===== config.mk =====
export PLATFORM = sky130hd
export DESIGN_NAME = uart_os_rx
export DESIGN_NICKNAME = d
export VERILOG_FILES = /design/src/rtl/uart_rx_pkg.sv /design/src/rtl/uart_rx_sync.sv /design/src/rtl/uart_rx_vote.sv /design/src/rtl/uart_rx_ctrl.sv /design/src/rtl/uart_os_rx.sv
export SDC_FILE = /design/constraint.sdc
export NUM_CORES = 1
export LEC_CHECK = 0
export CAP_MARGIN = 20
export CORE_MARGIN = 2
export CORE_UTILIZATION = 45
export DETAILED_ROUTE_END_ITERATION = 8
export DONT_BUFFER_PORTS = 1
export PLACE_DENSITY = 0.6
export SYNTH_ARGS = -nofsm -noshare
export SYNTH_HDL_FRONTEND = slang
export SYNTH_SLANG_ARGS = --single-unit

===== constraint.sdc =====
create_clock -name clk -period 4.3 [get_ports clk]
set_input_delay 0.86 -clock clk [delete_from_list [all_inputs] [get_ports clk]]
set_output_delay 0.86 -clock clk [all_outputs]
set_load 0.03 [all_outputs]

===== src/rtl/uart_rx_pkg.sv =====
package uart_rx_pkg;

  typedef enum logic [2:0] {
    RX_IDLE,
    RX_START,
    RX_DATA,
    RX_PAR,
    RX_STOP
  } rx_state_e;

endpackage


===== src/rtl/uart_rx_sync.sv =====
module uart_rx_sync #(
  parameter int STAGES = 2
) (
  input  logic clk,
  input  logic rst,
  input  logic line_i,
  output logic line_o
);

  logic [STAGES-1:0] pipe_q;

  // line idles high, so the pipe resets to ones
  always_ff @(posedge clk) begin
    if (rst) pipe_q <= '1;
    else     pipe_q <= {pipe_q[STAGES-2:0], line_i};
  end

  assign line_o = pipe_q[STAGES-1];

endmodule


===== src/rtl/uart_rx_vote.sv =====
module uart_rx_vote (
  input  logic clk,
  input  logic rst,
  input  logic sample_en_i,
  input  logic clear_i,
  input  logic in_win_i,
  input  logic bit_i,
  output logic maj_o
);

  logic [1:0] ones_q;
  logic [2:0] total;

  // count includes the sample being taken this tick
  always_comb begin
    total = {1'b0, ones_q} + {2'b00, in_win_i & bit_i};
    maj_o = (total >= 3'd2);
  end

  always_ff @(posedge clk) begin
    if (rst) begin
      ones_q <= '0;
    end else if (sample_en_i) begin
      if (clear_i)                ones_q <= '0;
      else if (in_win_i && bit_i) ones_q <= ones_q + 2'd1;
    end
  end

endmodule


===== src/rtl/uart_rx_ctrl.sv =====
module uart_rx_ctrl
  import uart_rx_pkg::*;
#(
  parameter int DATA_BITS  = 8,
  parameter int OSR_NORMAL = 16,
  parameter int OSR_FAST   = 8
) (
  input  logic                 clk,
  input  logic                 rst,
  input  logic                 sample_en_i,
  input  logic                 line_i,
  input  logic                 fast_mode_i,
  input  logic                 parity_en_i,
  input  logic                 maj_i,
  output logic                 vote_clear_o,
  output logic                 vote_win_o,
  output logic [DATA_BITS-1:0] data_o,
  output logic                 valid_o,
  output logic                 frame_err_o,
  output logic                 parity_err_o
);

  localparam int CNT_W = $clog2(OSR_NORMAL + 1);
  localparam int IDX_W = (DATA_BITS > 1) ? $clog2(DATA_BITS) : 1;

  rx_state_e            state_q;
  logic [CNT_W-1:0]     cnt_q;
  logic [IDX_W-1:0]     idx_q;
  logic [DATA_BITS-1:0] shreg_q;
  logic                 prev_q;
  logic                 fast_q;
  logic                 par_q;
  logic                 par_bit_q;

  logic [CNT_W-1:0] osr, win_lo, win_hi, s_num;
  logic             in_win, last_c, end_bit, fall;

  always_comb begin
    osr    = fast_q ? CNT_W'(OSR_FAST) : CNT_W'(OSR_NORMAL);
    win_lo = osr >> 1;
    win_hi = win_lo + CNT_W'(2);
    // number of the sample taken at this tick
    if (state_q == RX_IDLE || cnt_q == osr) s_num = CNT_W'(1);
    else                                    s_num = cnt_q + CNT_W'(1);
    in_win  = (state_q != RX_IDLE) && (s_num >= win_lo) && (s_num <= win_hi);
    last_c  = (state_q != RX_IDLE) && (s_num == win_hi);
    end_bit = (s_num == osr);
    fall    = (state_q == RX_IDLE) && prev_q && !line_i;
  end

  assign vote_clear_o = (s_num == CNT_W'(1));
  assign vote_win_o   = in_win;

  always_ff @(posedge clk) begin
    if (rst) begin
      state_q      <= RX_IDLE;
      cnt_q        <= '0;
      idx_q        <= '0;
      shreg_q      <= '0;
      prev_q       <= 1'b1;
      fast_q       <= 1'b0;
      par_q        <= 1'b0;
      par_bit_q    <= 1'b0;
      data_o       <= '0;
      valid_o      <= 1'b0;
      frame_err_o  <= 1'b0;
      parity_err_o <= 1'b0;
    end else begin
      valid_o      <= 1'b0;
      frame_err_o  <= 1'b0;
      parity_err_o <= 1'b0;
      if (state_q == RX_IDLE) begin
        fast_q <= fast_mode_i;
        par_q  <= parity_en_i;
      end
      if (sample_en_i) begin
        prev_q <= line_i;
        unique case (state_q)
          RX_IDLE: begin
            if (fall) begin
              state_q <= RX_START;
              cnt_q   <= CNT_W'(1);
            end
          end
          RX_START: begin
            cnt_q <= s_num;
            if (last_c && maj_i) begin
              state_q <= RX_IDLE;
            end else if (end_bit) begin
              state_q <= RX_DATA;
              idx_q   <= '0;
            end
          end
          RX_DATA: begin
            cnt_q <= s_num;
            if (last_c) shreg_q <= {maj_i, shreg_q[DATA_BITS-1:1]};
            if (end_bit) begin
              if (idx_q == IDX_W'(DATA_BITS - 1)) state_q <= par_q ? RX_PAR : RX_STOP;
              else                                idx_q   <= idx_q + IDX_W'(1);
            end
          end
          RX_PAR: begin
            cnt_q <= s_num;
            if (last_c)  par_bit_q <= maj_i;
            if (end_bit) state_q   <= RX_STOP;
          end
          RX_STOP: begin
            cnt_q <= s_num;
            if (last_c) begin
              valid_o      <= 1'b1;
              data_o       <= shreg_q;
              frame_err_o  <= !maj_i;
              parity_err_o <= par_q && (par_bit_q != (^shreg_q));
              state_q      <= RX_IDLE;
            end
          end
          default: state_q <= RX_IDLE;
        endcase
      end
    end
  end

  AST_STROBE_SINGLE: assert property (@(posedge clk) disable iff (rst)
    valid_o |=> !valid_o);
  AST_FERR_WITH_STROBE: assert property (@(posedge clk) disable iff (rst)
    frame_err_o |-> valid_o);
  AST_PERR_WITH_STROBE: assert property (@(posedge clk) disable iff (rst)
    parity_err_o |-> (valid_o && par_q));
  AST_CNT_IN_RANGE: assert property (@(posedge clk) disable iff (rst)
    (state_q != RX_IDLE) |-> (cnt_q >= CNT_W'(1) && cnt_q <= osr));
  AST_MODE_FROZEN: assert property (@(posedge clk) disable iff (rst)
    (state_q != RX_IDLE && $past(state_q) != RX_IDLE) |-> ($stable(fast_q) && $stable(par_q)));
  AST_START_AT_ONE: assert property (@(posedge clk) disable iff (rst)
    (state_q == RX_START && $past(state_q) == RX_IDLE) |-> (cnt_q == CNT_W'(1)));

endmodule


===== src/rtl/uart_os_rx.sv =====
module uart_os_rx #(
  parameter int DATA_BITS   = 8,
  parameter int OSR_NORMAL  = 16,
  parameter int OSR_FAST    = 8,
  parameter int SYNC_STAGES = 2
) (
  input  logic                 clk,
  input  logic                 rst,
  input  logic                 sample_en_i,
  input  logic                 rx_i,
  input  logic                 fast_mode_i,
  input  logic                 parity_en_i,
  output logic [DATA_BITS-1:0] rx_data_o,
  output logic                 rx_valid_o,
  output logic                 frame_err_o,
  output logic                 parity_err_o
);

  logic line_s, maj, vote_clear, vote_win;

  uart_rx_sync #(.STAGES(SYNC_STAGES)) sync_i (
    .clk    (clk),
    .rst    (rst),
    .line_i (rx_i),
    .line_o (line_s)
  );

  uart_rx_vote vote_i (
    .clk         (clk),
    .rst         (rst),
    .sample_en_i (sample_en_i),
    .clear_i     (vote_clear),
    .in_win_i    (vote_win),
    .bit_i       (line_s),
    .maj_o       (maj)
  );

  uart_rx_ctrl #(
    .DATA_BITS  (DATA_BITS),
    .OSR_NORMAL (OSR_NORMAL),
    .OSR_FAST   (OSR_FAST)
  ) ctrl_i (
    .clk          (clk),
    .rst          (rst),
    .sample_en_i  (sample_en_i),
    .line_i       (line_s),
    .fast_mode_i  (fast_mode_i),
    .parity_en_i  (parity_en_i),
    .maj_i        (maj),
    .vote_clear_o (vote_clear),
    .vote_win_o   (vote_win),
    .data_o       (rx_data_o),
    .valid_o      (rx_valid_o),
    .frame_err_o  (frame_err_o),
    .parity_err_o (parity_err_o)
  );

endmodule


# After elaboration in Yosys (flattened, before gate mapping)
# Cells that the tools add are included.
# word_totals
out_inout_bits,11
reg_bits,38
input_bits,6
word_cells,93
# op_classes
n_addsub,5
n_reduce_logical,27
n_eq_ne,19
n_mux,21
bitwise,4
n_lt_le_gt_ge,3
# ops
op,n
2-to-1 mux 3 bit,12
== test 5 bit,3
2-to-1 mux 5 bit,3
one-hot mux 3 bit (5 select lines),1
inequality test 2 x 1 -> 1 bit (second input constant),6
AND reduction 3 bit,4
one-hot mux 5 bit (2 select lines),1
logical AND 1 bit,8
OR reduction 4 bit,2
XOR reduction 8 bit,1
AND reduction 7 bit,1
== test 3 x 2 -> 1 bit (second input constant),2
== test 3 bit (second input constant),2
one-hot mux 3 bit (2 select lines),1
AND reduction 6 bit,1
nonzero test 2 bit,3
adder 4 x 2 -> 5 bit (second input constant),1
adder 5 x 1 -> 5 bit (second input constant),1
== test 5 x 1 -> 1 bit (second input constant),1
greater-or-equal comparator 5 x 4 -> 1 bit,1
less-or-equal comparator 5 bit,1
2-to-1 mux 2 bit,2
inequality test 2 bit (second input constant),2
adder 2 x 1 -> 3 bit,1
other kinds (15),18

# Longest topological paths before layout
# logic_depth
depth_word,13
mapped_depth,15
depth_no_buf,15

# Modules after synthesis
# A second synthesis with hierarchy kept.
# unflattened
hier_cells,230
area_unflattened_um2,2014.4
# modules_own_cells
mod,cells_each,n_inst,seq_area_each_um2,area_per_inst_um2
uart_rx_ctrl,212,1,680.7,1855.5
uart_rx_vote,14,1,40.0,106.4
uart_rx_sync,4,1,40.0,52.6

# Worst setup path after synthesis
# Ideal clock, no wire load.
# synth_timing
path_kind,register to register
from,reg ctrl_i.cnt_q[0]
to,reg ctrl_i.state_q[1]
setup_ps,103
stages_incl_launch_ff,15
period_less_slack_ps,3157
t_arrival_ps,3054
required_ps,4197
path_buffers,0
setup_slack_ps,1143
path_cell_list,dfxtp_1 > inv_1 > ha_1 > and2b_2 > o21a_1 > nor2_1 > nand2_1 > ha_1 > and3_1 > nand3_1 > o31ai_2 > or2_1 > a41oi_2 > a211o_1 > a2111oi_2
# synth_between
elab_chain_len,12
elab_cells_between_ends,22
cone_classes,add/sub (2); order compare (3); eq/ne (7); mux (3); bitwise (1); reduce/logical (6)
# synth_rtl
item,line_no,text
start: declaration,uart_rx_ctrl.sv:27,logic [CNT_W-1:0] cnt_q;
start signal: assignment,uart_rx_ctrl.sv:86,cnt_q <= s_num;
start signal: assignment,uart_rx_ctrl.sv:95,cnt_q <= s_num;
start signal: assignment,uart_rx_ctrl.sv:103,cnt_q <= s_num;
branches (longest 2 deep; another with adder 5 x 1 -> 5 bit),n/a,
2-to-1 mux 5 bit *,uart_rx_ctrl.sv:43,if (state_q == RX_IDLE || cnt_q == osr) s_num = CNT_W'(1);
greater-or-equal comparator 5 x 4 -> 1 bit,uart_rx_ctrl.sv:45,in_win = (state_q != RX_IDLE) && (s_num >= win_lo) && (s_num <= win_hi);
logical AND 1 bit (2 in a row),uart_rx_ctrl.sv:45,
bitwise AND 1 bit,uart_rx_vote.sv:16,"total = {1'b0, ones_q} + {2'b00, in_win_i & bit_i};"
adder 2 x 1 -> 3 bit,uart_rx_vote.sv:16,
greater-or-equal comparator 3 x 2 -> 1 bit,uart_rx_vote.sv:17,maj_o = (total >= 3'd2);
logical AND 1 bit,uart_rx_ctrl.sv:87,if (last_c && maj_i) begin
inequality test 3 x 1 -> 1 bit (no source line) or 2-to-1 mux 3 bit (tied branches),n/a,
AND reduction 7 bit (no source line) or one-hot mux 3 bit (5 select lines) (tied branches),n/a,
end signal: assignment,uart_rx_ctrl.sv:98,if (idx_q == IDX_W'(DATA_BITS - 1)) state_q <= par_q ? RX_PAR : RX_STOP;
end: declaration,uart_rx_ctrl.sv:26,rx_state_e state_q;
# Every way passes the cells marked *.
# A chain may end at the register's enable or synchronous reset.

# Worst setup path after layout
# layout_timing
from,reg ctrl_i.cnt_q[0]
to,reg ctrl_i.parity_err_o
# layout_between
elab_chain_len,7
elab_cells_between_ends,8
cone_classes,add/sub (1); eq/ne (2); mux (1); bitwise (1); reduce/logical (3)
# layout_rtl
item,line_no,text
branches (longest 2 deep; another with adder 5 x 1 -> 5 bit),n/a,
2-to-1 mux 5 bit *,uart_rx_ctrl.sv:43,
== test 5 bit *,uart_rx_ctrl.sv:46,last_c = (state_q != RX_IDLE) && (s_num == win_hi);
logical AND 1 bit *,uart_rx_ctrl.sv:46,
NOT 1 bit (no source line) *,n/a,
OR reduction 4 bit (no source line) *,n/a,
end signal: assignment,uart_rx_ctrl.sv:113,parity_err_o <= par_q && (par_bit_q != (^shreg_q));
end: declaration,uart_rx_ctrl.sv:20,output logic parity_err_o
# Marks and branches as above.

==> flow_summary_export.csv <==
group,metric,value,unit
floorplanning,rows,24,
cts,ctsHtreeMaxLevel,2,
critical_path,crit_type,"register to register",
sta,period_share,88.2,%
finish,diodes,0,
cts,cts_setup_buffers,0,
detailed_routing,post_drt_wl_per_cell,14.4,um
synth,ys_seq_area_share,38.7,%
placed_design,place_congestion,0.867,
floorplanning,coreArea,0.00429,mm^2
cts,clk_pin_slew,0.08,ns
sta,fin_skew,0.00806,ns
synth,synth_nets,236,
detailed_routing,vias_per_cell,5.60,
synth,ys.flop_type,"dfxtp_1",
synth,yosysWarningCount,0,
sta,maxSlewViolCount,0,
global_routing,track_usage,17.3,%
critical_path,crit_slowest_cell,"dfxtp_1",
job,drv_cap,0,
detailed_routing,routed_wl,3.98,mm
synth,syn_area,0.00197,mm^2
floorplanning,die_h,70.1,um
critical_path,worstPathCellList,"inv_1 > ha_1 > and2b_2 > o21a_1 > nor2_1 > nand2_1 > ha_1 > and3_1 > nand2_1 > or2_2 > nor3_2 > nand3_1 > nor2_1 > and3_1",
floorplanning,die_w,70.1,um
cts,cts_root_buffer,"clkbuf_8",
detailed_routing,final_antenna_net_count,0,
finish,layout.cells.non_filler,277,
placed_design,port_buffers,0,
global_routing,grt_max_degree,35,
critical_path,crit_path_max_fanout,9,
global_routing,grt_pass1_wl,6.85,mm
synth,post-synth-top-area-fraction,38.7,%
synth,netlist_top_cells_count,"dfxtp_1 (38), nor2_1 (36), mux2i_1 (18), nand2_1 (16), inv_1 (10)",
synth,synth.distinct_cells,50,
global_routing,grt_pass1_vias,1445,
power_and_ir_drop,p_leak,0.905,nW
synth,synth-seq-cells,38,
global_routing,antenna_found_initial,0,
critical_path,critPathTopFamily,"simple AND/OR/NAND/NOR gates",
cts,cts_tree,"yes",
sta,finalHoldViolCount,0,
sta,rsz0062_at_grt,"no",
synth,async_flop_share,0,%
finish,drive_above_1_share,11.6,%
floorplanning,num_io_pins,17,
cts,clk_path_buf_depth,2,
sta,setup_tns,0,ns
synth,synth_area_leader_cell,"dfxtp_1",
critical_path,start_kind,"register",
sta,slew_headroom,61.9,%
synth,ys_top_cells_by_area,"dfxtp_1 (39%), mux2i_1 (9.2%), nor2_1 (6.9%)",
outcome,status,"completed",
finish,nets,237,
floorplanning,dieArea,0.00491,mm^2
sta,setup_viol,0,
critical_path,critPathRequiredTime,4.55,ns
detailed_routing,dr.pass1.iters,4,
floorplanning,initial_core_util,45.8,%
synth,synth-edff-count,0,
critical_path,arrival,4.04,ns
placed_design,dp.cells,269,
cts,cts_resized,0,
synth,synth.most_common_cell,"dfxtp_1",
finish,layout-area-overhead-vs-synth,7.32,%
sta,period_minus_slack,3.79,ns
power_and_ir_drop,powerDensity,461,mW/mm^2
detailed_routing,drc,0,
cts,clock-sinks,38,
sta,hold_slack,0.410,ns
synth,synth.avg_cell_area,8.81,um^2
hold_path,hold_path.class,"register to register",
critical_path,end_kind,"register",
cts,cts_buffers,5,
power_and_ir_drop,vdd_drop_max,0.185,mV
placed_design,dpl.hpwl,2.80,mm
sta,worst_pin_slew,0.570,ns
sta,max_freq,0.264,GHz
finish,design_area,0.00211,mm^2
global_routing,overflow,0,
synth,syn_inst,223,
critical_path,max_stage_delay,0.49,ns
cts,clk_latency,0.30,ns
placed_design,place_area,0.00201,mm^2
detailed_routing,dr.first_iter.drc_count,147,
cts,cts_hold_buf,0,
critical_path,crit_buf_inv,1,
detailed_routing,vias,1551,
## worst paths after layout
kind                    startpoint                  end  slack (ns)  depth (start not counted)
setup / recovery   ctrl_i.cnt_q[0]  ctrl_i.parity_err_o        0.51                         14
hold / removal    sync_i.pipe_q[0]     sync_i.pipe_q[1]        0.41                          1
setup reg to reg   ctrl_i.cnt_q[0]  ctrl_i.parity_err_o        0.51                         14
hold reg to reg   sync_i.pipe_q[0]     sync_i.pipe_q[1]        0.41                          1
## flip-flops by register name (all words and copies together), names as in the netlist, 2 cells and up
| name | flops |
|---|---|
| ctrl_i.data_o | 8 |
| ctrl_i.shreg_q | 8 |
| ctrl_i.cnt_q | 5 |
| ctrl_i.idx_q | 3 |
| ctrl_i.state_q | 3 |
| sync_i.pipe_q | 2 |
| vote_i.ones_q | 2 |
## stage by stage
step                power, W  utilization (%)  worst slack, ns
floorplan           0.000624                -             1.14
global placement    0.000714             46.9            0.689
detailed placement  0.000709             46.9            0.528
CTS                 0.000973             49.1            0.491
global route         0.00103             49.1            0.252
finish              0.000972             49.1            0.507
## placed cells by master (no fill, tap or decap), types with 6 or more instances in the layout
cell      netlist  routed
nor2_1         36      36
xnor2_1         8       8
mux2i_1        18      18
nand2_1        16      16
dfxtp_1        38      38
o21ai_0         8       8
clkbuf_8        0       6
inv_1          10      10
a21oi_1         9       9
ha_1            7       7
## area by class of cell
type | count | area [um^2]
Multi-Input combinational cell | 167 | 1140
Tap cell | 52 | 65.1
Timing Repair Buffer | 2 | 15.0
Fill cell | 405 | 2180
Clock buffer | 6 | 82.6
Inverter | 10 | 37.5
Clock inverter | 2 | 12.5
Sequential cell | 38 | 761
## report_power, final
group | switching [W] | internal, W | total (W)
combinational | 0.000183 | 0.000113 | 0.000296
clock | 0.000133 | 0.000129 | 0.000262
sequential | 0.0000415 | 0.000372 | 0.000414
## per-layer routing
layer | track usage [%] | vias to the layer above | share of wire, %
met5 | 0 | - | 0
li1 | - | 786 | -
met2 | 24.2 | 49 | 43
met4 | 7.69 | 0 | 0.98
met3 | 5.19 | 6 | 6.5
met1 | 24.4 | 710 | 49
## cells by family after synthesis
logic type | share of synthesized area, %
simple gates | 22.8
compound gates | 15.3
flops | 38.7
buf+inv | 3.50
mux | 9.17
xor+xnor | 6.05
fa+ha+maj | 4.46
No activity file was read; power rests on OpenSTA's default activity.
